$ cat config.mk
export PLATFORM = sky130hd
export DESIGN_NAME = tap_top
export DESIGN_NICKNAME = d
export VERILOG_FILES = /design/src/rtl/tap_pkg.sv /design/src/rtl/tap_fsm.sv /design/src/rtl/tap_ir.sv /design/src/rtl/tap_dr.sv /design/src/rtl/tap_top.sv
export SDC_FILE = /design/constraint.sdc
export NUM_CORES = 1
export LEC_CHECK = 0
export ABC_AREA = 1
export BUFFER_PORTS_ARGS = -buffer_cell sky130_fd_sc_hd__buf_2
export CORE_UTILIZATION = 45
export DETAILED_ROUTE_END_ITERATION = 16
export GPL_TIMING_DRIVEN = 0
export PLACE_DENSITY = 0.73
export SLEW_MARGIN = 10
export SYNTH_ARGS = -nofsm -noshare
export SYNTH_HDL_FRONTEND = slang
export SYNTH_SLANG_ARGS = --single-unit
$ cat constraint.sdc
create_clock -name tck -period 1.48 [get_ports tck]
set_input_delay 0 -clock tck [delete_from_list [all_inputs] [get_ports tck]]
set_output_delay 0 -clock tck [all_outputs]
set_load 0.005 [all_outputs]
$ cat src/rtl/tap_pkg.sv
package tap_pkg;

  localparam int IR_W = 3;

  localparam logic [IR_W-1:0] OP_EXTEST  = 3'b000;
  localparam logic [IR_W-1:0] OP_IDCODE  = 3'b001;
  localparam logic [IR_W-1:0] OP_SAMPLEZ = 3'b010;
  localparam logic [IR_W-1:0] OP_SAMPLE  = 3'b100;
  localparam logic [IR_W-1:0] OP_BYPASS  = 3'b111;
  localparam logic [IR_W-1:0] IR_CAPTURE = 3'b001;

  typedef enum logic [3:0] {
    ST_TLR, ST_RTI,
    ST_SEL_DR, ST_CAP_DR, ST_SH_DR, ST_EX1_DR, ST_PA_DR, ST_EX2_DR, ST_UPD_DR,
    ST_SEL_IR, ST_CAP_IR, ST_SH_IR, ST_EX1_IR, ST_PA_IR, ST_EX2_IR, ST_UPD_IR
  } tap_state_e;

  typedef enum logic [1:0] { PATH_BSR, PATH_ID, PATH_BYP } path_e;

  function automatic tap_state_e tap_next(tap_state_e s, logic m);
    case (s)
      ST_TLR:    return m ? ST_TLR    : ST_RTI;
      ST_RTI:    return m ? ST_SEL_DR : ST_RTI;
      ST_SEL_DR: return m ? ST_SEL_IR : ST_CAP_DR;
      ST_CAP_DR: return m ? ST_EX1_DR : ST_SH_DR;
      ST_SH_DR:  return m ? ST_EX1_DR : ST_SH_DR;
      ST_EX1_DR: return m ? ST_UPD_DR : ST_PA_DR;
      ST_PA_DR:  return m ? ST_EX2_DR : ST_PA_DR;
      ST_EX2_DR: return m ? ST_UPD_DR : ST_SH_DR;
      ST_UPD_DR: return m ? ST_SEL_DR : ST_RTI;
      ST_SEL_IR: return m ? ST_TLR    : ST_CAP_IR;
      ST_CAP_IR: return m ? ST_EX1_IR : ST_SH_IR;
      ST_SH_IR:  return m ? ST_EX1_IR : ST_SH_IR;
      ST_EX1_IR: return m ? ST_UPD_IR : ST_PA_IR;
      ST_PA_IR:  return m ? ST_EX2_IR : ST_PA_IR;
      ST_EX2_IR: return m ? ST_UPD_IR : ST_SH_IR;
      ST_UPD_IR: return m ? ST_SEL_DR : ST_RTI;
      default:   return ST_TLR;
    endcase
  endfunction

  function automatic path_e path_of(logic [IR_W-1:0] op);
    case (op)
      OP_EXTEST, OP_SAMPLEZ, OP_SAMPLE: return PATH_BSR;
      OP_IDCODE:                        return PATH_ID;
      default:                          return PATH_BYP;
    endcase
  endfunction

  function automatic logic hiz_of(logic [IR_W-1:0] op);
    return op == OP_SAMPLEZ;
  endfunction

  function automatic logic extest_of(logic [IR_W-1:0] op);
    return op == OP_EXTEST;
  endfunction

endpackage

$ cat src/rtl/tap_fsm.sv
module tap_fsm
  import tap_pkg::*;
(
  input  logic       tck,
  input  logic       rst_n,
  input  logic       tms,
  output tap_state_e state_q
);

  always_ff @(posedge tck or negedge rst_n) begin
    if (!rst_n) state_q <= ST_TLR;
    else        state_q <= tap_next(state_q, tms);
  end

endmodule

$ cat src/rtl/tap_ir.sv
module tap_ir
  import tap_pkg::*;
#(
  parameter logic [IR_W-1:0] CAP_PAT  = IR_CAPTURE,
  parameter logic [IR_W-1:0] RESET_OP = OP_IDCODE
) (
  input  logic            tck,
  input  logic            rst_n,
  input  logic            tdi,
  input  logic            in_tlr,
  input  logic            in_cap,
  input  logic            in_shift,
  input  logic            in_upd,
  output logic [IR_W-1:0] ir_q,
  output logic            ir_so
);

  logic [IR_W-1:0] sr_q;

  always_ff @(posedge tck or negedge rst_n) begin
    if (!rst_n) begin
      sr_q <= CAP_PAT;
      ir_q <= RESET_OP;
    end else begin
      if (in_cap)        sr_q <= CAP_PAT;
      else if (in_shift) sr_q <= {tdi, sr_q[IR_W-1:1]};
      if (in_tlr)        ir_q <= RESET_OP;
      else if (in_upd)   ir_q <= sr_q;
    end
  end

  assign ir_so = sr_q[0];

endmodule

$ cat src/rtl/tap_dr.sv
module tap_dr
  import tap_pkg::*;
#(
  parameter int              ID_W   = 32,
  parameter logic [ID_W-1:0] ID_VAL = 32'h1A2B_3C4D | 32'h1
) (
  input  logic  tck,
  input  logic  rst_n,
  input  logic  tdi,
  input  path_e path,
  input  logic  in_cap,
  input  logic  in_shift,
  input  logic  bsr_so,
  output logic  byp_q,
  output logic  dr_so
);

  logic [ID_W-1:0] id_sr_q;

  always_ff @(posedge tck or negedge rst_n) begin
    if (!rst_n) begin
      byp_q   <= 1'b0;
      id_sr_q <= ID_VAL;
    end else begin
      if (path == PATH_BYP) begin
        if (in_cap)        byp_q <= 1'b0;
        else if (in_shift) byp_q <= tdi;
      end
      if (path == PATH_ID) begin
        if (in_cap)        id_sr_q <= ID_VAL;
        else if (in_shift) id_sr_q <= {tdi, id_sr_q[ID_W-1:1]};
      end
    end
  end

  always_comb begin
    case (path)
      PATH_BSR: dr_so = bsr_so;
      PATH_ID:  dr_so = id_sr_q[0];
      default:  dr_so = byp_q;
    endcase
  end

endmodule

$ cat src/rtl/tap_top.sv
module tap_top
  import tap_pkg::*;
#(
  parameter int              ID_W     = 32,
  parameter logic [ID_W-1:0] ID_VALUE = 32'h5D3C_9A27
) (
  input  logic tck,
  input  logic pwr_rst_n,
  input  logic tms,
  input  logic tdi,
  input  logic bsr_tdo,
  output logic tdo,
  output logic tdo_oe,
  output logic bsr_capture,
  output logic bsr_shift,
  output logic bsr_update,
  output logic extest_mode,
  output logic q_hiz_req
);

  tap_state_e      state_q;
  logic [IR_W-1:0] ir_q;
  logic            ir_so;
  logic            dr_so;
  logic            byp_q;
  path_e           path;

  // Named state events, also observed by the checker.
  logic in_tlr, cap_dr, sh_dr, upd_dr, cap_ir, sh_ir, upd_ir;
  assign in_tlr = state_q == ST_TLR;
  assign cap_dr = state_q == ST_CAP_DR;
  assign sh_dr  = state_q == ST_SH_DR;
  assign upd_dr = state_q == ST_UPD_DR;
  assign cap_ir = state_q == ST_CAP_IR;
  assign sh_ir  = state_q == ST_SH_IR;
  assign upd_ir = state_q == ST_UPD_IR;

  tap_fsm u_fsm (
    .tck     (tck),
    .rst_n   (pwr_rst_n),
    .tms     (tms),
    .state_q (state_q)
  );

  tap_ir u_ir (
    .tck      (tck),
    .rst_n    (pwr_rst_n),
    .tdi      (tdi),
    .in_tlr   (in_tlr),
    .in_cap   (cap_ir),
    .in_shift (sh_ir),
    .in_upd   (upd_ir),
    .ir_q     (ir_q),
    .ir_so    (ir_so)
  );

  assign path = path_of(ir_q);

  tap_dr #(.ID_W(ID_W), .ID_VAL(ID_VALUE)) u_dr (
    .tck      (tck),
    .rst_n    (pwr_rst_n),
    .tdi      (tdi),
    .path     (path),
    .in_cap   (cap_dr),
    .in_shift (sh_dr),
    .bsr_so   (bsr_tdo),
    .byp_q    (byp_q),
    .dr_so    (dr_so)
  );

  logic bsr_sel;
  assign bsr_sel     = path == PATH_BSR;
  assign bsr_capture = bsr_sel && cap_dr;
  assign bsr_shift   = bsr_sel && sh_dr;
  assign bsr_update  = bsr_sel && upd_dr;
  assign extest_mode = extest_of(ir_q);
  assign q_hiz_req   = hiz_of(ir_q);

  always_ff @(negedge tck or negedge pwr_rst_n) begin
    if (!pwr_rst_n) begin
      tdo    <= 1'b0;
      tdo_oe <= 1'b0;
    end else begin
      tdo    <= sh_ir ? ir_so : dr_so;
      tdo_oe <= sh_ir || sh_dr;
    end
  end

endmodule

==> results.sh, run 1 <==
export IMPL_muxShareOfSynthArea=0
export IMPL_syn_inst=247
export IMPL_synth_compound_area_share=0.161
export IMPL_yosysSeqAreaShare=0.521
export IMPL_setup_viol=38
export IMPL_n_antenna_cell=0
export IMPL_pin_count=12
export IMPL_clockRootBuffer="clkbuf_8"
export IMPL_multiInputGateArea_um2=1190
export IMPL_ys_flop_type="dfrtp_1"
export IMPL_end_kind="flop"
export IMPL_die_w_um=72.1
export IMPL_arrival_ns=1.25
export IMPL_fin_skew_ns=0.00627
export IMPL_cp_endpoint="tdo"
export IMPL_path_clk_slew_ns=0.08
export IMPL_min_path_type="primary input to async pin"
export IMPL_worst_slew_pin_slew_ns=0.976
export IMPL_final_common_cell="nand2_1"
export IMPL_crit_path_start_kind="flop"
export IMPL_synth_seq_cells=45
export IMPL_yosysTopAreaCell="dfrtp_1"
export IMPL_synth_top_family_by_area="simple AND/OR/NAND/NOR gates"
export IMPL_rows=25
export IMPL_cts_buffers=5
export IMPL_setup_ws_ns=-0.353
export IMPL_hpwl_um=2790
export IMPL_first_pass_iters=4
export IMPL_rsz0062_at_grt="yes"
export IMPL_viasPerCell=5.31
export IMPL_grt_max_degree=46
export IMPL_critical_path_class="flop to flop"
export IMPL_drive_gt1_frac=0.564
export IMPL_fin_area_um2=3110
export IMPL_hold_buffers=2
export IMPL_place_ws_ns=-0.407
export IMPL_ctsHtreeMaxLevel=2
export IMPL_wl_um=5690
export IMPL_p_total_uw=6350
export IMPL_start_util=0.468
export IMPL_rrSetupSlack_ns=-0.35
export IMPL_grt_pass1_wl_um=8020
export IMPL_wl_per_cell_um=15.6
export IMPL_synth_area_leaders="dfrtp_1 27%, dfstp_2 23%, nand2_1 13%"
export IMPL_synth_xor_area_frac=0
export IMPL_ys_types=24
export IMPL_die_area_um2=5190
export IMPL_async_flop_share=1.00
export IMPL_drt_iter0_markers=178
export IMPL_max_cap_viol_count=0
export IMPL_grt_usage=0.197
export IMPL_holdWs_ns=-0.151
export IMPL_syn_area_um2=2210
export IMPL_cts_tree="built"
export IMPL_r2r_start="u_ir.ir_q[0]"
export IMPL_layout_common_cells="41 x nand2_1, 32 x o21ai_2, 29 x nor2_1"
export IMPL_syn_to_final_growth_pct=40.9
export IMPL_port_buffers=11
export IMPL_irDropWorstVdd_v=0.000668
export IMPL_slew_headroom=0.349
export IMPL_cts_sink_count=45
export IMPL_fillers=326
export IMPL_power_density_nw_per_um2=2040
export IMPL_yosys_area_share_adder=0
export IMPL_drv_slew=0
export IMPL_avgSynthCellArea_um2=8.94
export IMPL_violations="hold timing, setup timing"
export IMPL_placed_cell_area_um2=2360
export IMPL_cts_buffer_depth=2
export IMPL_gp_congestion=0.946
export IMPL_grt_pass1_vias=1696
export IMPL_regArea_um2=1150
export IMPL_dieHeight_um=72.1
export IMPL_hold_viol=24
export IMPL_drc_errors=0
export IMPL_crit_path_max_fanout=3
export IMPL_worstReg2RegEnd="tdo"
export IMPL_clkLatencyLatePin_ns=0.30
export IMPL_num_vias=1937
export IMPL_p_leak_uw=0.00143
export IMPL_postSynthNetCount=252
export IMPL_nets=302
export IMPL_status="complete, but fails checks"
export IMPL_yosys_area_share_simple=0.252
export IMPL_worstSetupStartpoint="u_ir.ir_q[0]"
export IMPL_rr_worst_depth=4
export IMPL_core_um2=4720
export IMPL_synth_edf_count=0
export IMPL_gr_total_overflow=0
export IMPL_required_ns=0.90
export IMPL_antenna_found_initial=0
export IMPL_yosysTopAreaCellShare=0.272
export IMPL_final_antenna_net_count=0
export IMPL_synth_warning_count=0
-- worst max-delay path, cell delays in order, from the launching register on --
cell and delay, ns:
dfstp_2 0.59, nand3_2 0.09, and3_4 0.16, nor2_2 0.07, nor2_1 0.05
-- per-stage QoR --
stage | cells | util | setup TNS [ns]
final | 365 | 0.659 | -4.44
after global routing | 365 | 0.659 | -6.77
after floorplan | 247 | - | -0.373
after CTS | 347 | 0.552 | -0.521
after global placement | 325 | 0.499 | -0.721
after detailed placement | 325 | 0.499 | -0.926
-- cell type report --
type,count,share of cell area
plain buffers,8,0.0394
flip-flops and latches,45,0.371
clock buffers,7,0.0310
clock inverters,1,0.00161
inverters,17,0.0229
multi-input cells,178,0.382
well taps,67,0.0269
repair buffers,42,0.126
-- worst min-delay path by stage --
stage | start | end | slack (ns) | cells past startpoint
after floorplan | pwr_rst_n | u_dr.byp_q | -0.30 | 0
after global placement | pwr_rst_n | u_fsm.state_q[3] | 0.21 | 1
after detailed placement | pwr_rst_n | u_fsm.state_q[3] | 0.22 | 1
after CTS | pwr_rst_n | u_dr.id_sr_q[14] | -0.11 | 1
after global routing | pwr_rst_n | u_fsm.state_q[3] | -0.07 | 1
final | pwr_rst_n | u_fsm.state_q[3] | -0.15 | 1
-- Yosys cell counts (2+ instances only) --
cell type	count
nand2_1	76
inv_1	14
dfrtn_1	2
nand3_1	11
o21ai_0	6
a22oi_1	2
nor2_1	33
nand2_4	3
dfrtp_1	24
nor2_2	2
o21ai_2	32
nand2_2	2
o22ai_1	3
buf_6	6
inv_2	2
dfstp_2	19
nand4_1	3
-- sequential cells by signal, indices dropped and copies added (netlist names) --
signal / count
u_dr.id_sr_q: 32
u_ir.sr_q: 3
tdo: 1
u_dr.byp_q: 1
u_fsm.state_q: 4
u_ir.ir_q: 3
tdo_oe: 1
-- repair_timing --
item                                   4_1_cts  5_1_grt
pin swaps                                    5       11
resized for setup                           14       77
setup endpoints to repair                   30       32
cloned                                       0        6
buffers inserted                            12       13
endpoints found under the hold margin       26       24
-- power by group --
| part | switching, uW | internal, uW | leakage [uW] | total, uW |
|---|---|---|---|---|
| registers | 419 | 1860 | 0.000541 | 2280 |
| logic | 1750 | 1480 | 0.000838 | 3230 |
| clock network | 416 | 422 | 0.0000542 | 838 |
| total | 2590 | 3760 | 0.00143 | 6350 |
-- kinds of logic (layout without fill, tap and decap cells) --
kind of cell           after synthesis  after routing
AOI/OAI and AO/OA                   45             45
buffers and inverters               25             75
DFF                                 45             45
and+or+nand+nor                    132            133
-- metal layers --
metal	vias up	global-route usage	share of wire
li1	903	-	-
met1	943	0.270	0.41
met2	74	0.311	0.52
met3	17	0.0514	0.053
met4	0	0.0566	0.019
met5	-	0	0
(Power assumes the default switching activity.)
==> run 2, diff against run 1 <==
--- a/config.mk
+++ b/config.mk
@@ -8,9 +8,12 @@
 export ABC_AREA = 1
 export BUFFER_PORTS_ARGS = -buffer_cell sky130_fd_sc_hd__buf_2
 export CORE_UTILIZATION = 45
+export CTS_BUF_LIST = sky130_fd_sc_hd__clkbuf_4
 export DETAILED_ROUTE_END_ITERATION = 16
 export GPL_TIMING_DRIVEN = 0
 export PLACE_DENSITY = 0.73
+export RECOVER_POWER = 100
+export REMOVE_ABC_BUFFERS = 1
 export SLEW_MARGIN = 10
 export SYNTH_ARGS = -nofsm -noshare
 export SYNTH_HDL_FRONTEND = slang
==> results.sh, run 2 (same netlist as run 1, synthesis figures left out) <==
export IMPL_cp_top_family="flip-flops"
export IMPL_p_comb_frac=0.512
export IMPL_power_density_nw_per_um2=2130
export IMPL_top_regs="u_dr.id_sr_q (32), u_fsm.state_q (4)"
export IMPL_status="complete, but fails checks"
export IMPL_gr_total_overflow=0
export IMPL_fin_skew_ns=0.0223
export IMPL_p_leak_uw=0.00126
export IMPL_grt_pass1_vias=1809
export IMPL_wl_per_cell_um=14.0
export IMPL_nets=292
export IMPL_required_ns=0.96
export IMPL_groute_layer_met3_usage=0.0514
export IMPL_crit_path_start_kind="flop"
export IMPL_stdcell_count=355
export IMPL_largest_reg_flops=32
export IMPL_seq_power_share=0.355
export IMPL_arrival_ns=1.33
export IMPL_drt_iter0_markers=118
export IMPL_port_buffers=11
export IMPL_finalSetupTns_ns=-1.83
export IMPL_placed_cell_area_um2=2270
export IMPL_hold_viol=24
export IMPL_fillers=370
export IMPL_start_util=0.468
export IMPL_crit_path_max_fanout=3
export IMPL_die_w_um=72.1
export IMPL_num_vias=1805
export IMPL_min_path_type="primary input to async pin"
export IMPL_rsz0062_at_grt="yes"
export IMPL_drive_gt1_frac=0.503
export IMPL_busiest_layer="met2"
export IMPL_wl_um=4980
export IMPL_max_cap_viol_count=0
export IMPL_die_area_um2=5190
export IMPL_dp_cells=317
export IMPL_critical_path_class="flop to flop"
export IMPL_clkLatencyLatePin_ns=0.37
export IMPL_slew_headroom=0.290
export IMPL_grt_pass1_wl_um=8330
export IMPL_drv_slew=0
export IMPL_dieHeight_um=72.1
export IMPL_slowest_delay_ns=0.59
export IMPL_drc_errors=0
export IMPL_internal_power_uw=3530
export IMPL_setup_ws_ns=-0.371
export IMPL_ctsHtreeMaxLevel=2
export IMPL_first_pass_iters=5
export IMPL_regMostFlops="u_dr.id_sr_q"
export IMPL_irDropWorstVdd_v=0.00123
export IMPL_hpwl_um=2470
export IMPL_cts_buffers=5
export IMPL_viasPerCell=5.08
export IMPL_cts_buffer_depth=2
export IMPL_syn_to_final_growth_pct=31.1
export IMPL_cpMaxStageDelayCell="dfstp_2"
export IMPL_grt_usage=0.210
export IMPL_place_ws_ns=-0.486
export IMPL_holdWs_ns=-0.207
export IMPL_pin_count=12
export IMPL_n_antenna_cell=0
export IMPL_crit_buf_inv=0
export IMPL_cp_cell_sequence="nand3_2 > and3_1 > nor2_1 > nor2_1"
export IMPL_worst_slew_pin_slew_ns=1.07
export IMPL_switching_share=0.427
export IMPL_path_clk_slew_ns=0.15
export IMPL_grt_use_met2=0.365
export IMPL_grt_max_degree=46
export IMPL_cts_tree="built"
export IMPL_final_antenna_net_count=0
export IMPL_cts_sink_count=45
export IMPL_core_um2=4720
export IMPL_gp_congestion=0.885
export IMPL_violations="hold timing, setup timing"
export IMPL_setup_viol=32
export IMPL_hold_buffers=2
export IMPL_rows=25
export IMPL_use_met1=0.255
export IMPL_antenna_found_initial=0
export IMPL_power_share_clock=0.133
export IMPL_clockRootBuffer="clkbuf_4"
export IMPL_final_common_cell="nand2_1"
export IMPL_layout_common_cells="50 x nand2_1, 32 x o21ai_2, 29 x nor2_1, 22 x dfrtp_1, 21 x nand2_2"
export IMPL_end_kind="flop"
export IMPL_crit_top_cell="nor2_1"
export IMPL_fin_area_um2=2900
export IMPL_p_switching_uw=2640
==> run 2: cell types whose count changed in the layout (fill, tap and decap cells not counted), moves of 2 or more <==
cell,change
clkbuf_4,+6
nand2_4,-13
buf_8,-4
nand2_1,+9
nand2_8,+6
buf_4,-11
nand3_2,-2
clkbuf_16,-5
nand3_1,+2
clkbuf_8,-7
nand2_2,+4
==> run 2: routing by layer <==
metal | share of wire | vias to the layer above
li1 | - | 887
met1 | 0.43 | 866
met2 | 0.52 | 44
met3 | 0.036 | 8
met4 | 0.010 | 0
met5 | 0 | -
==> run 2: final timing paths <==
kind                                  start               end  slack, ns  cells past startpoint
max                            u_ir.ir_q[0]               tdo      -0.37                      4
min                               pwr_rst_n  u_fsm.state_q[3]      -0.21                      1
max reg2reg                    u_ir.ir_q[0]               tdo      -0.37                      4
min reg2reg                u_dr.id_sr_q[28]  u_dr.id_sr_q[28]       0.48                      2
max in group asynchronous         pwr_rst_n               tdo       0.39                      1
min in group tck                        tdi      u_ir.sr_q[2]       0.43                      4
==> run 2: cell type report <==
type                       count  area (um2)  area share
clock buffer                   5        37.5      0.0130
clock inverter                 3        47.5      0.0164
inverter                      17        80.1      0.0277
multi-input combinational    184        1200       0.416
sequential                    45        1150       0.398
tap                           67        83.8      0.0290
timing repair buffer          34         289      0.0998
==> run 2: per-stage QoR <==
step | util | power (uW) | hold slack [ns]
finish | 0.613 | 6160 | -0.207
global route | 0.613 | 6580 | -0.135
floorplan | - | 3560 | -0.296
global placement | 0.480 | 3910 | 0.211
detailed placement | 0.480 | 3970 | 0.210
CTS | 0.596 | 5950 | -0.206
==> run 2: power by group through the flow <==
stage / sequential [uW] / combinational (uW) / clock [uW]
3_3_place_gp: 2130 / 1780 / 0
6_report: 2190 / 3160 / 819
4_1_cts: 2130 / 2990 / 830
3_5_place_dp: 2150 / 1820 / 0
5_1_grt: 2240 / 3450 / 886
2_1_floorplan: 2080 / 1480 / 0
==> run 2: what timing repair did <==
item,in CTS,in global routing
endpoints found under the setup margin,38,43
resized for setup,46,26
gates cloned,7,0
pin swaps,7,7
endpoints found under the hold margin,31,24
setup buffers,20,1
